<file path="config.mk">
export PLATFORM = sky130hd
export DESIGN_NAME = lane_seq_engine
export DESIGN_NICKNAME = d
export VERILOG_FILES = /design/src/rtl/lse_pkg.sv /design/src/rtl/lse_regs.sv /design/src/rtl/lse_next.sv /design/src/rtl/lse_ctrl.sv /design/src/rtl/lane_seq_engine.sv
export SDC_FILE = /design/constraint.sdc
export NUM_CORES = 1
export LEC_CHECK = 0
export ABC_AREA = 1
export ABC_CLOCK_PERIOD_IN_PS = 3700
export CAP_MARGIN = 5
export CELL_PAD_IN_SITES_DETAIL_PLACEMENT = 0
export CELL_PAD_IN_SITES_GLOBAL_PLACEMENT = 1
export CORE_UTILIZATION = 52
export DETAILED_ROUTE_END_ITERATION = 8
export DONT_BUFFER_PORTS = 1
export PLACE_DENSITY_LB_ADDON = 0.15
export SLEW_MARGIN = 20
export SYNTH_ARGS = -nofsm -noshare
export SYNTH_HDL_FRONTEND = slang
export SYNTH_SLANG_ARGS = --single-unit
</file>
<file path="constraint.sdc">
create_clock -name clk -period 3.7 [get_ports clk]
set_clock_uncertainty 0.15 [all_clocks]
set_input_delay 0.555 -clock clk [delete_from_list [all_inputs] [get_ports clk]]
set_output_delay 0.555 -clock clk [all_outputs]
set_load 0.005 [all_outputs]
</file>
<file path="src/rtl/lse_pkg.sv">
package lse_pkg;

  localparam int WORD_W   = 32;
  localparam int PTR_W    = 4;
  localparam int END_SLOT = 15;

  // Lane mode encodings (0 is stop)
  localparam logic [3:0] MODE_STOP = 4'd0;
  localparam logic [3:0] MODE_HS   = 4'd1;
  localparam logic [3:0] MODE_ESC  = 4'd2;
  localparam logic [3:0] MODE_TURN = 4'd3;
  localparam logic [3:0] MODE_HSCX = 4'd4;
  localparam logic [3:0] MODE_NOP  = 4'd5;

  // Packet source encodings
  localparam logic [3:0] SRC_PIXEL = 4'd0;
  localparam logic [3:0] SRC_CMD   = 4'd1;

  // Decoded lane fields of one slot descriptor
  typedef struct packed {
    logic [3:0] mode;
    logic [3:0] esc;
    logic [3:0] src;
    logic       clk_en;
    logic [3:0] data_en;
  } lane_cfg_t;

  typedef enum logic {
    ST_IDLE = 1'b0,
    ST_RUN  = 1'b1
  } seq_state_e;

  function automatic lane_cfg_t unpack_slot(input logic [WORD_W-1:0] w);
    lane_cfg_t c;
    c.mode    = w[31:28];
    c.esc     = w[27:24];
    c.src     = w[23:20];
    c.clk_en  = w[4];
    c.data_en = w[3:0];
    return c;
  endfunction

endpackage

</file>
<file path="src/rtl/lse_regs.sv">
module lse_regs
  import lse_pkg::*;
#(
  parameter int ADDR_W = 6,
  parameter int SLOTS  = 16,
  parameter int CNT_W  = 16
) (
  input  logic                clk,
  input  logic                rst_n,
  input  logic                cfg_wr,
  input  logic [ADDR_W-1:0]   addr,
  input  logic [WORD_W-1:0]   wdata,
  input  logic                locked,
  input  logic                run_flag,
  output lane_cfg_t           slot_cfg [SLOTS],
  output logic [WORD_W-1:0]   chain_word,
  output logic [PTR_W-1:0]    jmp_point,
  output logic [PTR_W-1:0]    jmp_target,
  output logic [CNT_W-1:0]    jmp_count,
  output logic [WORD_W-1:0]   rdata
);

  localparam int SLOT_BASE  = SLOTS;
  localparam int ADDR_CTRL  = 0;
  localparam int ADDR_CHAIN = 1;
  localparam int ADDR_JUMP  = 2;

  logic [WORD_W-1:0] slot_word [SLOTS];
  logic [WORD_W-1:0] jump_word;
  logic [SLOTS-1:0]  slot_hit;
  logic              wr_ok;

  assign wr_ok = cfg_wr && !locked;

  generate
    for (genvar k = 0; k < SLOTS; k++) begin : g_slot
      assign slot_hit[k] = (addr == ADDR_W'(SLOT_BASE + k));
      assign slot_cfg[k] = unpack_slot(slot_word[k]);
    end
  endgenerate

  always_ff @(posedge clk or negedge rst_n) begin
    if (!rst_n) begin
      for (int k = 0; k < SLOTS; k++) slot_word[k] <= '0;
      chain_word <= '0;
      jump_word  <= '0;
    end else if (wr_ok) begin
      for (int k = 0; k < SLOTS; k++)
        if (slot_hit[k]) slot_word[k] <= wdata;
      if (addr == ADDR_W'(ADDR_CHAIN)) chain_word <= wdata;
      if (addr == ADDR_W'(ADDR_JUMP))  jump_word  <= wdata;
    end
  end

  assign jmp_point  = jump_word[19:16];
  assign jmp_target = jump_word[23:20];
  assign jmp_count  = jump_word[CNT_W-1:0];

  always_comb begin
    rdata = '0;
    if (addr == ADDR_W'(ADDR_CTRL))  rdata = {{(WORD_W-1){1'b0}}, run_flag};
    if (addr == ADDR_W'(ADDR_CHAIN)) rdata = chain_word;
    if (addr == ADDR_W'(ADDR_JUMP))  rdata = jump_word;
    for (int k = 0; k < SLOTS; k++)
      if (slot_hit[k]) rdata = slot_word[k];
  end

endmodule

</file>
<file path="src/rtl/lse_next.sv">
module lse_next
  import lse_pkg::*;
#(
  parameter int CNT_W = 16
) (
  input  logic [PTR_W-1:0]  cur,
  input  logic [CNT_W-1:0]  remaining,
  input  logic [WORD_W-1:0] chain_word,
  input  logic [PTR_W-1:0]  jmp_point,
  input  logic [PTR_W-1:0]  jmp_target,
  output logic [PTR_W-1:0]  nxt,
  output logic              take_jump
);

  logic [PTR_W-1:0] table_succ;

  assign table_succ = chain_word[{cur, 2'b00} +: PTR_W];
  assign take_jump  = (cur == jmp_point) && (remaining != '0);
  assign nxt        = take_jump ? jmp_target : table_succ;

endmodule

</file>
<file path="src/rtl/lse_ctrl.sv">
module lse_ctrl
  import lse_pkg::*;
#(
  parameter int CNT_W = 16
) (
  input  logic              clk,
  input  logic              rst_n,
  input  logic              start_req,
  input  logic              stop_req,
  input  logic              slot_done,
  input  logic [PTR_W-1:0]  nxt,
  input  logic              take_jump,
  input  logic [CNT_W-1:0]  reload,
  output logic              busy,
  output logic [PTR_W-1:0]  cur,
  output logic [CNT_W-1:0]  remaining
);

  seq_state_e state;

  assign busy = (state == ST_RUN);

  always_ff @(posedge clk or negedge rst_n) begin
    if (!rst_n) begin
      state     <= ST_IDLE;
      cur       <= '0;
      remaining <= '0;
    end else begin
      case (state)
        ST_IDLE: begin
          if (start_req) begin
            state     <= ST_RUN;
            cur       <= '0;
            remaining <= reload;
          end
        end
        ST_RUN: begin
          if (stop_req) begin
            state <= ST_IDLE;
          end else if (slot_done) begin
            cur <= nxt;
            if (take_jump) remaining <= remaining - 1'b1;
            if (nxt == PTR_W'(END_SLOT)) state <= ST_IDLE;
          end
        end
        default: state <= ST_IDLE;
      endcase
    end
  end

endmodule

</file>
<file path="src/rtl/lane_seq_engine.sv">
module lane_seq_engine
  import lse_pkg::*;
#(
  parameter int ADDR_W = 6,
  parameter int SLOTS  = 16,
  parameter int CNT_W  = 16
) (
  input  logic              clk,
  input  logic              rst_n,
  input  logic              bus_wr,
  input  logic [ADDR_W-1:0] bus_addr,
  input  logic [31:0]       bus_wdata,
  output logic [31:0]       bus_rdata,
  input  logic              slot_done,
  output logic              busy,
  output logic [3:0]        cur_slot,
  output logic [3:0]        lane_mode,
  output logic [3:0]        esc_code,
  output logic [3:0]        pkt_src,
  output logic              clk_lane_en,
  output logic [3:0]        data_lane_en
);

  lane_cfg_t         slot_cfg [SLOTS];
  lane_cfg_t         active;
  logic [WORD_W-1:0] chain_word;
  logic [PTR_W-1:0]  jmp_point, jmp_target, nxt;
  logic [CNT_W-1:0]  jmp_count, remaining;
  logic              take_jump, ctrl_hit, start_req, stop_req;

  assign ctrl_hit  = bus_wr && (bus_addr == '0);
  assign start_req = ctrl_hit && bus_wdata[0];
  assign stop_req  = ctrl_hit && !bus_wdata[0];

  lse_regs #(.ADDR_W(ADDR_W), .SLOTS(SLOTS), .CNT_W(CNT_W)) u_regs (
    .clk       (clk),
    .rst_n     (rst_n),
    .cfg_wr    (bus_wr),
    .addr      (bus_addr),
    .wdata     (bus_wdata),
    .locked    (busy),
    .run_flag  (busy),
    .slot_cfg  (slot_cfg),
    .chain_word(chain_word),
    .jmp_point (jmp_point),
    .jmp_target(jmp_target),
    .jmp_count (jmp_count),
    .rdata     (bus_rdata)
  );

  lse_next #(.CNT_W(CNT_W)) u_next (
    .cur       (cur_slot),
    .remaining (remaining),
    .chain_word(chain_word),
    .jmp_point (jmp_point),
    .jmp_target(jmp_target),
    .nxt       (nxt),
    .take_jump (take_jump)
  );

  lse_ctrl #(.CNT_W(CNT_W)) u_ctrl (
    .clk      (clk),
    .rst_n    (rst_n),
    .start_req(start_req),
    .stop_req (stop_req),
    .slot_done(slot_done),
    .nxt      (nxt),
    .take_jump(take_jump),
    .reload   (jmp_count),
    .busy     (busy),
    .cur      (cur_slot),
    .remaining(remaining)
  );

  always_comb begin
    active = '0;
    if (busy) active = slot_cfg[cur_slot];
  end

  assign lane_mode    = active.mode;
  assign esc_code     = active.esc;
  assign pkt_src      = active.src;
  assign clk_lane_en  = active.clk_en;
  assign data_lane_en = active.data_en;

endmodule

</file>
==> flow_metrics.py, run 1 <==
metrics = {
    "yosys": {
        "synthAdderAreaFrac_pct": 0.0435,
        "synth-edff-count": 0,
        "synth_top_family_by_area": "simple AND/OR/NAND/NOR gates",
        "yosys.cell_types.count": 36,
        "synth_area_mm2": 0.0288,
        "synth_xor_area_share_pct": 0.305,
        "ys_seq_area_share_pct": 51.9,
        "ys_ff_latch": 597,
        "synth-simple-area-share_pct": 22.6,
        "yosys.area.top_type": "dfrtp_1",
        "netlist_top_cells_area": "dfrtp_1, nand2_1, o21ai_0",
        "yosys_warnings": 0,
        "syn_nets": 3752,
        "syn_avg_cell_area_um2": 7.75,
        "netlist_instances": 3709,
        "synth_compound_area_share_pct": 18.7,
        "synth_top_area_share_pct": 51.9,
        "ys_async_sr_fraction_pct": 100,
        "synth_mux_area_share_pct": 0,
        "ys.flop_type": "dfrtp_1",
    },
    "detailed_routing": {
        "drtIter0Drc": 3463,
        "drt_wl_total_mm": 90.3,
        "drt.antenna.violating_nets": 0,
        "via_per_inst": 5.95,
        "drc": 0,
        "via_count": 25700,
        "drt-wirelength-per-cell_um": 20.9,
        "first_pass_iters": 6,
    },
    "finish": {
        "layout.nets": 3619,
        "multiInputGateArea_mm2": 0.0121,
        "n_antenna_cell": 0,
        "layout-drive-gt1-share_pct": 6.48,
        "area.growth.synth_to_final_pct": 9.74,
        "fill_cells": 4931,
        "post-route-util_pct": 58.2,
        "fin_area_mm2": 0.0316,
        "layout_common_cells": "nand2_1, o21ai_0, dfrtp_1, nor2_1, inv_1",
        "regArea_mm2": 0.0149,
        "final_common_cell": "nand2_1",
    },
    "clock_network": {
        "cts_buffers": 68,
        "cts_tree": "yes",
        "cts.clk_slew.worst_paths_ns": 0.06,
        "clock_sinks": 597,
        "h-tree-depth": 3,
        "clk_latency_ns": 0.61,
        "clockRootBuffer": "clkbuf_16",
        "cts.path.max_buffers": 3,
        "post_cts_buffers": 0,
    },
    "placement": {
        "io_buffers": 0,
        "dp_slack_ns": 0.395,
        "hpwl_mm": 57.3,
        "placed_area_mm2": 0.0294,
        "gp_congestion": 0.956,
    },
    "sta": {
        "fin_crit_sh_pct": 99.3,
        "max_freq_ghz": 0.272,
        "slew_violations": 501,
        "finalSetupViolCount": 0,
        "whs_ns": -0.479,
        "fin_ws_ns": 0.0259,
        "tightest_slew_ns": 3.56,
        "post-route-min-period_ns": 3.67,
        "rsz0062_at_grt": "no",
        "finalHoldViolCount": 141,
        "setup_tns_ns": 0,
        "slew_headroom_pct": -138,
    },
    "job": {
        "maxCapViolCount": 0,
    },
    "global_route": {
        "grt_use_total_pct": 32.5,
        "grt_pass1_wl_mm": 141,
        "overflow": 0,
        "antenna_found_initial": 1,
        "grt_pass1_vias": 23500,
        "grt_max_degree": 598,
    },
    "die": {
        "dieArea_mm2": 0.0562,
        "design.core.area_mm2": 0.0542,
        "start_util_pct": 53.0,
        "die_h_um": 237,
        "num_rows": 85,
        "die_w_um": 237,
        "io-pin-count": 96,
    },
    "critical_path": {
        "crit_chain": "inv_4 -> buf_12 -> o21ai_0 -> o221ai_1 -> nand3_1 -> a21oi_1",
        "crit_fanout": 44,
        "cpMaxStageDelayCell": "dfrtp_4",
        "cp-end-kind": "output port",
        "crit_type": "reg -> out",
        "worstPathArrival_ns": 2.97,
        "required_ns": 2.99,
        "start_kind": "flop",
        "slowest_delay_ns": 0.60,
    },
    "power": {
        "ir_drop_mv": 0.547,
        "power_density_mw_per_mm2": 590,
        "p_leak_nw": 13.8,
    },
    "worst_hold_path": {
        "hp-class": "in -> async",
    },
    "status": {
        "outcome": "finished, violations left",
        "failed_checks": "negative hold slack, max-slew violations",
    },
}
-- critical path: cells and delay by family (launching register included) --
kind                   cells  cell delay (ns)
buffers and inverters      2             0.74
AO/OA/AOI/OAI              3             0.81
flip-flops                 1             0.60
AND/OR/NAND/NOR            1             0.18
-- metrics by stage --
step,hold WS [ns],std cells,power (mW)
2_1_floorplan,0.109,3709,10.6
6_report,-0.479,4321,18.6
3_5_place_dp,0.142,4202,12.0
4_1_cts,-0.498,4321,18.6
3_3_place_gp,0.146,4202,11.9
5_1_grt,-0.496,4321,19.5
-- cell type report --
cell class,instances,share of cell area (%)
Clock buffer,103,6.29
Inverter,206,2.46
Multi-Input combinational cell,2637,38.3
Tap cell,696,2.76
Timing Repair Buffer,66,2.28
Sequential cell,597,47.4
Clock inverter,16,0.539
-- flip-flops by register name (all words and copies together), names as in the netlist --
| register | cells |
|---|---|
| u_regs.slot_cfg | 272 |
| u_regs.slot_word | 240 |
| u_regs.chain_word | 32 |
| u_regs.jump_word | 32 |
| u_ctrl.remaining | 16 |
| u_ctrl.cur | 4 |
| u_ctrl.busy | 1 |
-- routing by layer --
layer | routed length (µm) | vias to the layer above | share of wire [%] | global-route usage (%)
met2 | 38200 | 1168 | 42 | 46.5
met4 | 2230 | 2 | 2.5 | 9.85
met5 | 11 | - | 0.012 | 0
li1 | - | 12000 | - | -
met3 | 8890 | 129 | 9.8 | 6.21
met1 | 41000 | 12400 | 45 | 49.8
-- report_power, final --
part | switching [mW] | leakage [nW] | total (mW) | internal [mW]
sequential | 0.599 | 8.20 | 7.91 | 7.31
clock | 2.76 | 1.06 | 6.61 | 3.85
combinational | 2.79 | 4.58 | 4.09 | 1.30
total | 6.15 | 13.8 | 18.6 | 12.5
-- Yosys cell counts, drive strengths merged (9+ instances only) --
cell and n:
nand4 92, xor2 9, inv 206, buf 38, o21ai 765, a21oi 152
or2 13, nand3 102, o211ai 74, o22ai 17, nand2 1151, nor2 232
dfrtp 597, clkbuf 231, nor3 12
-- path summary, 6_finish.rpt --
| path | cells after the start | startpoint | slack [ns] | end |
|---|---|---|---|---|
| setup / recovery | 6 | u_ctrl.cur[0] | 0.03 | data_lane_en[2] |
| hold / removal | 0 | rst_n | -0.48 | u_ctrl.remaining[11] |
| setup reg to reg | 10 | u_ctrl.cur[0] | 0.73 | u_ctrl.busy |
| hold reg to reg | 2 | u_regs.slot_word[76] | 0.32 | u_regs.slot_word[76] |
| max in group asynchronous | 0 | rst_n | 0.60 | u_ctrl.cur[1] |
| min in group clk | 4 | bus_wdata[0] | 0.12 | u_ctrl.busy |
-- cell families (layout without fill, tap and decap cells) --
family / count (synthesis) / count (layout)
xor+xnor: 10 / 10
buf+inv: 475 / 391
simple gates: 1604 / 1604
compound gates: 1022 / 1022
flops: 597 / 597
fa+ha+maj: 1 / 1
-- what timing repair did --
| item | in CTS | in global routing |
|---|---|---|
| endpoints found under the setup margin | 0 | 0 |
| endpoints found under the hold margin | 597 | 597 |
| gates resized for setup | 0 | 0 |
No activity file was read; power rests on OpenSTA's default activity.
==> run 2, diff against run 1 <==
ABC_AREA = unset   (was 1)
CORE_UTILIZATION = 55   (was 52)
==> flow_metrics.py, run 2 <==
metrics = {
    "detailed_routing": {
        "via_count": 22000,
        "first_pass_iters": 8,
        "drt_wl_total_mm": 103,
        "via_per_inst": 7.12,
        "drc": 0,
        "drtIter0Drc": 2879,
        "drt-wirelength-per-cell_um": 33.3,
        "drt.antenna.violating_nets": 0,
    },
    "sta": {
        "finalHoldViolCount": 597,
        "post-route-min-period_ns": 3.57,
        "slew_headroom_pct": -13.2,
        "setup_tns_ns": 0,
        "tightest_slew_ns": 1.70,
        "slew_violations": 148,
        "fin_crit_sh_pct": 96.4,
        "whs_ns": -0.479,
        "max_freq_ghz": 0.280,
        "rsz0062_at_grt": "no",
        "finalSetupViolCount": 0,
    },
    "power": {
        "ir_drop_mv": 0.379,
        "pwr-share-comb_pct": 17.9,
        "finalPower_mw": 18.3,
        "netSwitchingFraction_pct": 27.5,
        "power.internal_mw": 13.3,
        "clkPwrFrac_pct": 36.9,
        "power_density_mw_per_mm2": 538,
        "p_leak_nw": 15.2,
        "seqPwrFrac_pct": 45.2,
        "netSwitchingPower_mw": 5.05,
    },
    "global_route": {
        "grt_max_degree": 598,
        "antenna_found_initial": 4,
        "grt_pass1_vias": 22200,
        "grt_pass1_wl_mm": 153,
        "grt_use_total_pct": 37.6,
        "overflow": 0,
    },
    "finish": {
        "largest_reg_flops": 272,
        "layout-drive-gt1-share_pct": 41.4,
        "fin_area_mm2": 0.0341,
        "layout.nets": 2394,
        "layout_common_cells": "mux2_2, dfrtp_1, buf_4, a21oi_1, mux4_2",
        "post-route-util_pct": 63.1,
        "area.growth.synth_to_final_pct": 12.8,
        "n_antenna_cell": 0,
        "final_common_cell": "mux2_2",
    },
    "critical_path": {
        "cp-end-kind": "output port",
        "worstPathArrival_ns": 2.86,
        "r2r.worst_path.cells": 6,
        "crit_path_start": "bus_addr[3]",
        "crit_type": "in -> out",
        "start_kind": "input pin",
        "crit_fanout": 15,
        "r2r_slack_ns": 0.47,
        "r2r-start": "u_ctrl.busy",
        "required_ns": 2.99,
    },
    "placement": {
        "io_buffers": 0,
        "placed_area_mm2": 0.0315,
        "hpwl_mm": 64.5,
        "gp_congestion": 0.945,
    },
    "yosys": {
        "netlist_top_cells_count": "dfrtp_1, mux2_2, a21oi_1",
        "netlist_instances": 2317,
        "syn_nets": 2360,
        "ys_async_sr_fraction_pct": 100,
        "synth_area_mm2": 0.0302,
        "syn_avg_cell_area_um2": 13.0,
        "yosys.area.top_type": "dfrtp_1",
        "ys_ff_latch": 597,
        "netlist_top_cells_area": "dfrtp_1, mux2_2, mux4_2",
        "yosys_warnings": 0,
        "yosys.cell_types.count": 74,
        "synth-edff-count": 0,
        "ys.flop_type": "dfrtp_1",
        "synth_top_area_share_pct": 49.5,
        "ys_seq_area_share_pct": 49.5,
    },
    "worst_hold_path": {
        "hp-class": "in -> async",
    },
    "clock_network": {
        "cts_buffers": 67,
        "cts.clk_slew.worst_paths_ns": 0.06,
        "post_cts_buffers": 0,
        "cts_tree": "yes",
        "cts_resized": 0,
        "h-tree-depth": 3,
        "cts-hold-fix-buffers": 32,
        "cts.path.max_buffers": 3,
        "clock_sinks": 597,
        "clockRootBuffer": "clkbuf_16",
        "clk_latency_ns": 0.61,
    },
    "die": {
        "io-pin-count": 96,
        "num_rows": 85,
        "start_util_pct": 55.9,
        "dieArea_mm2": 0.0558,
        "die_h_um": 236,
        "die_w_um": 236,
        "design.core.area_mm2": 0.0540,
    },
    "job": {
        "maxCapViolCount": 0,
    },
    "status": {
        "outcome": "finished, violations left",
        "failed_checks": "negative hold slack, max-slew violations",
    },
}
[run 2: cell types whose count changed after synthesis, sizes merged, moves of 107 or more]
cell	delta
clkbuf	-133
o21ai	-668
mux2	+600
nor2	-143
mux4	+107
nand2	-1090
inv	-201
[run 2: path summary, 6_finish.rpt]
path                                         endpoint
worst max register to register  u_regs.slot_word[142]
max in group asynchronous               u_ctrl.cur[1]
worst min-delay path             u_regs.slot_word[10]
min in group clk                        u_ctrl.cur[0]
worst max-delay path                     bus_rdata[3]
worst min register to register  u_regs.slot_word[134]
[run 2: metal layers]
metal	share of wire, %	vias to the layer above	global-route usage (%)
met4	4.9	4	17.6
met1	40	11500	52.1
met5	0.021	-	0
met2	45	1316	55.7
li1	-	8912	-
met3	11	294	9.34
[run 2: final cells by class]
| class | count | area (µm²) |
|---|---|---|
| inverter | 6 | 22.5 |
| clock buffer | 96 | 1960 |
| multi-input combinational | 1504 | 14400 |
| timing repair buffer | 175 | 1610 |
| fill | 4168 | 19900 |
| clock inverter | 21 | 248 |
| tap | 696 | 871 |
| sequential | 597 | 14900 |
[run 2: kinds of logic (layout without fill, tap and decap cells)]
kind of cell / Yosys count / count (layout) / synth area share (%)
multiplexers: 768 / 768 / 32.4
flip-flops: 597 / 597 / 49.5
AO/OA/AOI/OAI: 474 / 474 / 10.5
AND/OR/NAND/NOR: 256 / 256 / 4.22
buffers and inverters: 216 / 298 / 3.24
XOR/XNOR: 5 / 5 / 0.145
adder cells (fa/ha/maj): 1 / 1 / 0.0414
[run 2: stage by stage]
stage                     hold WS, ns  std cells  setup slack, ns
after floorplan                 0.109       2317            0.715
after global placement          0.137       2946            0.245
after detailed placement        0.143       2946            0.221
after CTS                      -0.492       3095            0.216
after global routing           -0.491       3095            0.137
final                          -0.479       3095            0.134
[run 2: power by group through the flow]
stage                     combinational (mW)  sequential (mW)  clock (mW)
after floorplan                         2.45             8.03           0
after global placement                  3.05             8.31           0
after detailed placement                3.12             8.36           0
after CTS                               3.26             8.25        6.83
after global routing                    3.48             8.39        7.09
final                                   3.28             8.29        6.77
[run 2: worst max-delay path, stage by stage]
cell	delay (ns)
nand4bb_1	0.55
buf_4	0.36
nor2_2	0.10
buf_4	0.20
a221oi_1	0.10
a32o_1	0.32
a21oi_1	0.46
buf_4	0.21
